$ cat config.mk
export PLATFORM = sky130hd
export DESIGN_NAME = dag_top
export DESIGN_NICKNAME = d
export VERILOG_FILES = /design/src/rtl/dag_pkg.sv /design/src/rtl/dag_regfile.sv /design/src/rtl/dag_modify.sv /design/src/rtl/dag_bank_dec.sv /design/src/rtl/dag_top.sv
export SDC_FILE = /design/constraint.sdc
export NUM_CORES = 1
export LEC_CHECK = 0
export BUFFER_PORTS_ARGS = -buffer_cell sky130_fd_sc_hd__clkbuf_2
export CORE_ASPECT_RATIO = 1.2
export CORE_UTILIZATION = 45
export CTS_BUF_LIST = sky130_fd_sc_hd__clkbuf_4
export DETAILED_ROUTE_END_ITERATION = 7
export PLACE_DENSITY = 0.64
export SYNTH_ARGS = -nofsm -noshare
export SYNTH_HDL_FRONTEND = slang
export SYNTH_SLANG_ARGS = --single-unit
$ cat constraint.sdc
create_clock -name clk -period 4.83 [get_ports clk]
set_input_delay 1.449 -clock clk [delete_from_list [all_inputs] [get_ports clk]]
set_output_delay 1.449 -clock clk [all_outputs]
set_load 0.02 [all_outputs]
$ cat src/rtl/dag_pkg.sv
package dag_pkg;

    localparam int ADDR_W     = 16;
    localparam int NUM_PTR    = 4;
    localparam int PTR_IW     = $clog2(NUM_PTR);
    localparam int OFF_W      = 5;
    localparam int BANK_SHIFT = 11;
    localparam int NUM_BANK   = 4;
    localparam int SEL_W      = 4;

    typedef enum logic [2:0] {
        STEP_HOLD  = 3'd0,
        STEP_INC1  = 3'd1,
        STEP_DEC1  = 3'd2,
        STEP_INC2  = 3'd3,
        STEP_USR_A = 3'd4,
        STEP_USR_B = 3'd5,
        STEP_RSV6  = 3'd6,
        STEP_RSV7  = 3'd7
    } step_e;

    typedef enum logic [SEL_W-1:0] {
        SEL_FIRST = 4'd4,
        SEL_LAST  = 4'd5,
        SEL_USR_A = 4'd6,
        SEL_USR_B = 4'd7,
        SEL_BASE  = 4'd8
    } cfg_sel_e;

    typedef struct packed {
        logic [ADDR_W-1:0] first;
        logic [ADDR_W-1:0] last;
        logic [ADDR_W-1:0] usr_a;
        logic [ADDR_W-1:0] usr_b;
        logic [ADDR_W-1:0] base;
    } cfg_t;

    function automatic logic step_moves(input step_e s);
        return (s == STEP_INC1) || (s == STEP_DEC1) || (s == STEP_INC2) ||
               (s == STEP_USR_A) || (s == STEP_USR_B);
    endfunction

endpackage

$ cat src/rtl/dag_regfile.sv
module dag_regfile
    import dag_pkg::*;
#(
    parameter int N  = NUM_PTR,
    parameter int AW = ADDR_W,
    localparam int IW = $clog2(N)
) (
    input  logic                 clk,
    input  logic                 rst,
    input  logic                 wr_en,
    input  logic [IW-1:0]        wr_idx,
    input  logic [AW-1:0]        wr_data,
    input  logic                 upd_en,
    input  logic [IW-1:0]        upd_idx,
    input  logic [AW-1:0]        upd_val,
    output logic [N-1:0][AW-1:0] ptr_q
);

    for (genvar i = 0; i < N; i++) begin : g_ptr
        always_ff @(posedge clk) begin
            if (rst) begin
                ptr_q[i] <= '0;
            end else if (wr_en && wr_idx == IW'(i)) begin
                ptr_q[i] <= wr_data;
            end else if (upd_en && upd_idx == IW'(i)) begin
                ptr_q[i] <= upd_val;
            end
        end
    end

    // a write to a pointer beats a post-modify of that pointer
    a_r10_write_wins: assert property (@(posedge clk) disable iff (rst)
        wr_en |=> ptr_q[$past(wr_idx)] == $past(wr_data));

endmodule

$ cat src/rtl/dag_modify.sv
module dag_modify
    import dag_pkg::*;
#(
    parameter int AW = ADDR_W
) (
    input  step_e         step,
    input  logic [AW-1:0] cur,
    input  logic [AW-1:0] usr_a,
    input  logic [AW-1:0] usr_b,
    input  logic [AW-1:0] first,
    input  logic [AW-1:0] last,
    output logic          moves,
    output logic [AW-1:0] nxt
);

    logic [AW-1:0] delta;
    logic          at_last;

    always_comb begin
        unique case (step)
            STEP_INC1:  delta = AW'(1);
            STEP_DEC1:  delta = '1;
            STEP_INC2:  delta = AW'(2);
            STEP_USR_A: delta = usr_a;
            STEP_USR_B: delta = usr_b;
            default:    delta = '0;
        endcase
    end

    assign moves   = step_moves(step);
    assign at_last = (cur == last) && (last != '0);
    assign nxt     = at_last ? first : cur + delta;

endmodule

$ cat src/rtl/dag_bank_dec.sv
module dag_bank_dec
    import dag_pkg::*;
#(
    parameter int AW    = ADDR_W,
    parameter int NB    = NUM_BANK,
    parameter int SHIFT = BANK_SHIFT,
    localparam int RW   = AW - SHIFT
) (
    input  logic          clk,
    input  logic          rst,
    input  logic          en,
    input  logic [AW-1:0] addr,
    output logic [NB-1:0] bank_en
);

    logic [RW-1:0] region;
    assign region = addr[AW-1:SHIFT];

    for (genvar k = 0; k < NB; k++) begin : g_bank
        assign bank_en[k] = en && (region == RW'(k));
    end

    // at most one region enable at a time
    a_r9_bank_onehot: assert property (@(posedge clk) disable iff (rst)
        $onehot0(bank_en));

endmodule

$ cat src/rtl/dag_top.sv
module dag_top
    import dag_pkg::*;
#(
    parameter int AW = ADDR_W,
    parameter int NP = NUM_PTR,
    parameter int OW = OFF_W,
    parameter int NB = NUM_BANK,
    localparam int IW = $clog2(NP)
) (
    input  logic          clk,
    input  logic          rst,
    input  logic          wr_en,
    input  logic [3:0]    wr_sel,
    input  logic [15:0]   wr_data,
    input  logic          acc_en,
    input  logic          acc_direct,
    input  logic [1:0]    ptr_sel,
    input  logic [2:0]    step_sel,
    input  logic [4:0]    dir_off,
    output logic [15:0]   addr_out,
    output logic [3:0]    bank_en
);

    cfg_t                  cfg_q;
    logic [NP-1:0][AW-1:0] ptr_q;
    logic [AW-1:0]         sel_ptr;
    logic [AW-1:0]         nxt_ptr;
    logic                  moves;
    logic                  upd_en;
    logic                  ptr_wr;
    step_e                 step;

    assign step    = step_e'(step_sel);
    assign sel_ptr = ptr_q[ptr_sel];
    assign ptr_wr  = wr_en && (wr_sel < SEL_W'(NP));
    assign upd_en  = acc_en && !acc_direct && moves;

    always_ff @(posedge clk) begin
        if (rst) begin
            cfg_q <= '0;
        end else if (wr_en) begin
            case (wr_sel)
                SEL_FIRST: cfg_q.first <= wr_data;
                SEL_LAST:  cfg_q.last  <= wr_data;
                SEL_USR_A: cfg_q.usr_a <= wr_data;
                SEL_USR_B: cfg_q.usr_b <= wr_data;
                SEL_BASE:  cfg_q.base  <= wr_data;
                default: ;
            endcase
        end
    end

    dag_regfile #(.N(NP), .AW(AW)) u_regs (
        .clk     (clk),
        .rst     (rst),
        .wr_en   (ptr_wr),
        .wr_idx  (wr_sel[IW-1:0]),
        .wr_data (wr_data),
        .upd_en  (upd_en),
        .upd_idx (ptr_sel),
        .upd_val (nxt_ptr),
        .ptr_q   (ptr_q)
    );

    dag_modify #(.AW(AW)) u_mod (
        .step  (step),
        .cur   (sel_ptr),
        .usr_a (cfg_q.usr_a),
        .usr_b (cfg_q.usr_b),
        .first (cfg_q.first),
        .last  (cfg_q.last),
        .moves (moves),
        .nxt   (nxt_ptr)
    );

    always_comb begin
        if (!acc_en)
            addr_out = '0;
        else if (acc_direct)
            addr_out = {cfg_q.base[AW-1:OW], dir_off};
        else
            addr_out = sel_ptr;
    end

    dag_bank_dec #(.AW(AW), .NB(NB), .SHIFT(BANK_SHIFT)) u_dec (
        .clk     (clk),
        .rst     (rst),
        .en      (acc_en),
        .addr    (addr_out),
        .bank_en (bank_en)
    );

    // no enable on an idle cycle
    a_r9_idle_quiet: assert property (@(posedge clk) disable iff (rst)
        !acc_en |-> bank_en == '0);

    // direct access leaves every pointer alone
    a_r8_direct_hold: assert property (@(posedge clk) disable iff (rst)
        (acc_en && acc_direct && !wr_en) |=> $stable(ptr_q));

    // stepping from the last address reloads the first address
    a_r6_wrap: assert property (@(posedge clk) disable iff (rst)
        (acc_en && !acc_direct && step_moves(step) && !ptr_wr &&
         sel_ptr == cfg_q.last && cfg_q.last != '0)
        |=> ptr_q[$past(ptr_sel)] == $past(cfg_q.first));

    // address equals selected pointer on indirect access
    a_r3_indirect_addr: assert property (@(posedge clk) disable iff (rst)
        (acc_en && !acc_direct) |-> addr_out == ptr_q[ptr_sel]);

endmodule

==> results_dict.tcl <==
set metrics [dict create \
    grt_pass1_wl_um 40120 \
    layout-drive-gt1-share_pct 14.69 \
    fillers 1683 \
    vias 7692 \
    hp-class "register to register" \
    start_util_pct 46.01 \
    start_kind "input pin" \
    synth_fa_ha_area_share_pct 2.669 \
    synth_sequential_area_ratio_pct 35.76 \
    final_area_um2 8685 \
    fin_crit_ps 4623 \
    area_growth_pct 11.59 \
    crit_path_max_incr_delay_ps 550 \
    rows 52 \
    clkTransAtPathRegs_ps 140 \
    clockBufferDepth 2 \
    yosys-mux-area-fraction_pct 9.936 \
    ios 55 \
    yosysTopAreaCellShare_pct 35.76 \
    drv_slew 0 \
    worst_pin_slew_ps 1165 \
    hold_violations 0 \
    reg2reg_depth 14 \
    end_kind "output pin" \
    synth_edf_count 0 \
    setup_viol 0 \
    hold_depth 2 \
    crit_type "input pin to output pin" \
    regArea_um2 2783 \
    crit_path_max_fanout 2 \
    slowest_stage "mux4_2" \
    vias_per_cell 6.076 \
    drc 0 \
    gp_congestion 0.9112 \
    postSynth.asyncResetShare_pct 0 \
    synthesis.area_um2 7782 \
    r2r_slack_ps 1730 \
    ir_worst_vdd_uv 199.7 \
    placement.cell_area_um2 8383 \
    synth-seq-cells 139 \
    cts-root-buf "clkbuf_4" \
    grt_pass1_vias 7242 \
    synth_top_area_cell "dfxtp_1" \
    hp-start "cfg_q[78]" \
    cts.sinks 139 \
    synth_warnings 0 \
    cts_buffers 17 \
    synth_most_common_cell "nand2_1" \
    synth_top_family_by_area "compound AO/OA/AOI/OAI gates" \
    synth-simple-area-share_pct 19.23 \
    postRouteAntennaNets 0 \
    slew_headroom_pct 21.92 \
    avgSynthCellArea_um2 7.853 \
    syn_nets 1042 \
    period_share_pct 95.72 \
    antenna_found_initial 1 \
    fmax_ghz 0.2163 \
    p_leak_nw 3.366 \
    r2r_end "u_regs.ptr_q[44]" \
    grt_remaining_overflow 0 \
    ys.flop_type "dfxtp_1" \
    timing.rr.start "cfg_q[32]" \
    netlist_instances 991 \
    drt_first_pass_iters 5 \
    design.core.area_um2 16920 \
    synth_area_leaders "dfxtp_1 36%, nand2_1 8.7%, a21oi_1 6.4%" \
    outcome "completed" \
    synth_compound_area_share_pct 25.50 \
    synth_commonest_cells "180 x nand2_1, 139 x dfxtp_1, 100 x a21oi_1, 69 x o21ai_0, 61 x o21ai_1" \
    die_h_um 146.1 \
    clkLatencyLatePin_ps 600 \
    drv_cap 0 \
    cp.arrival_ps 3170 \
    port_buffers 54 \
    synthXorXnorAreaFrac_pct 2.701 \
    rsz0062_at_grt "no" \
    crit_top_cell "clkbuf_2" \
    grt_usage_pct 29.89 \
    dieWidth_um 122.1 \
    cts_tree "done" \
    cp_data_required_time_ps 3380 \
    hpwl_um 18240 \
    die_area_um2 17830 \
    crit_chain "clkbuf_2, mux4_2, mux2_2, and2_1, nor3_1, nand2b_1, nor2_1, clkbuf_2" \
    synth_cell_types 55 \
    postCtsHoldBufs 0 \
    routedWlPerCell_um 20.63 \
    detail_route.iter0.violations 535 \
    fin_setup_tns_ps 0 \
    multiInputGateArea_um2 4705 \
    min_to "cfg_q[78]" \
    htree_levels 4 \
    fin_nets 1086 \
    wirelength_um 26120 \
    p_per_area_nw_per_um2 279.1 \
    grt_max_degree 81 \
    skew_ps 22.10 \
]
-- registers in the layout, summed over array words and instances, names as in the netlist --
signal,cells
cfg_q,75
u_regs.ptr_q,64
-- per-stage QoR --
step           total power, mW  hold slack, ps  utilization [%]  setup WS [ps]  instances
2_1_floorplan            1.471           431.9                -          9.558        991
3_3_place_gp             1.620           438.7            49.56          87.56       1232
3_5_place_dp             1.620           442.0            49.56          49.12       1232
4_1_cts                  2.418           459.6            51.29          177.8       1264
5_1_grt                  2.507           474.0            51.32          14.79       1265
6_report                 2.424           462.3            51.34          206.6       1266
-- layout make-up --
class | instances | share of cell area [%]
multi-input combinational | 769 | 54.17
sequential | 139 | 32.04
timing repair buffer | 94 | 6.627
tap | 216 | 3.112
clock inverter | 15 | 1.916
clock buffer | 17 | 1.470
inverter | 14 | 0.6051
antenna | 2 | 0.05763
-- per-layer routing --
| layer | GRT usage (%) | share of wire [%] | vias up |
|---|---|---|---|
| met2 | 47.46 | 47 | 382 |
| met3 | 6.484 | 8.7 | 87 |
| met4 | 14.33 | 3.9 | 0 |
| met1 | 38.21 | 41 | 3565 |
| li1 | - | - | 3658 |
| met5 | 0 | 0 | - |
-- kinds of logic after synthesis --
| kind of cell | Yosys count |
|---|---|
| xor+xnor | 24 |
| fa+ha+maj | 16 |
| simple gates | 331 |
| compound gates | 341 |
| mux | 57 |
| buf+inv | 83 |
| flops | 139 |
-- where the power goes --
| part | leakage (nW) | internal [mW] | switching (mW) |
|---|---|---|---|
| logic | 2.10 | 0.138 | 0.277 |
| clock network | 0.145 | 0.315 | 0.503 |
| registers | 1.12 | 1.17 | 0.0165 |
-- worst max-delay path, delay by kind of cell --
kind                   cells  cell delay [ps]
buffers and inverters      2              280
multiplexers               2              830
AND/OR/NAND/NOR            4              610
-- worst max path at each step --
stage | startpoint | endpoint | slack (ps) | cells after the start
after floorplan | ptr_sel[1] | bank_en[1] | 10 | 9
after global placement | ptr_sel[0] | u_regs.ptr_q[63] | 90 | 11
after detailed placement | ptr_sel[0] | u_regs.ptr_q[47] | 50 | 11
after CTS | ptr_sel[0] | bank_en[0] | 180 | 8
after global routing | ptr_sel[1] | bank_en[0] | 10 | 9
final | ptr_sel[1] | bank_en[0] | 210 | 8
-- cells in the final DEF (no fill, tap or decap), types with 6 or more instances in the layout --
master,count
a221oi_1,8
nand3_1,9
ha_1,15
clkbuf_4,18
buf_4,41
nor2b_1,30
mux2i_1,39
a21oi_1,100
nor3_1,6
o21ai_1,61
nor2_1,48
and3_1,6
o31ai_1,17
nand2b_1,10
a21o_1,15
or3_1,8
a31oi_1,18
o21ai_0,69
nor4_1,8
clkbuf_2,52
o21a_1,6
o211ai_1,11
o22ai_1,7
xor2_1,6
inv_1,14
xnor2_1,18
a211oi_1,11
mux4_2,16
nand2_1,180
dfxtp_1,139
-- timing repair --
| action | CTS | global route |
|---|---|---|
| setup endpoints to repair | 0 | 4 |
| buffers inserted | 0 | 0 |
| gates resized for setup | 0 | 2 |
| endpoints found under the hold margin | 0 | 0 |
(Power assumes the default switching activity.)
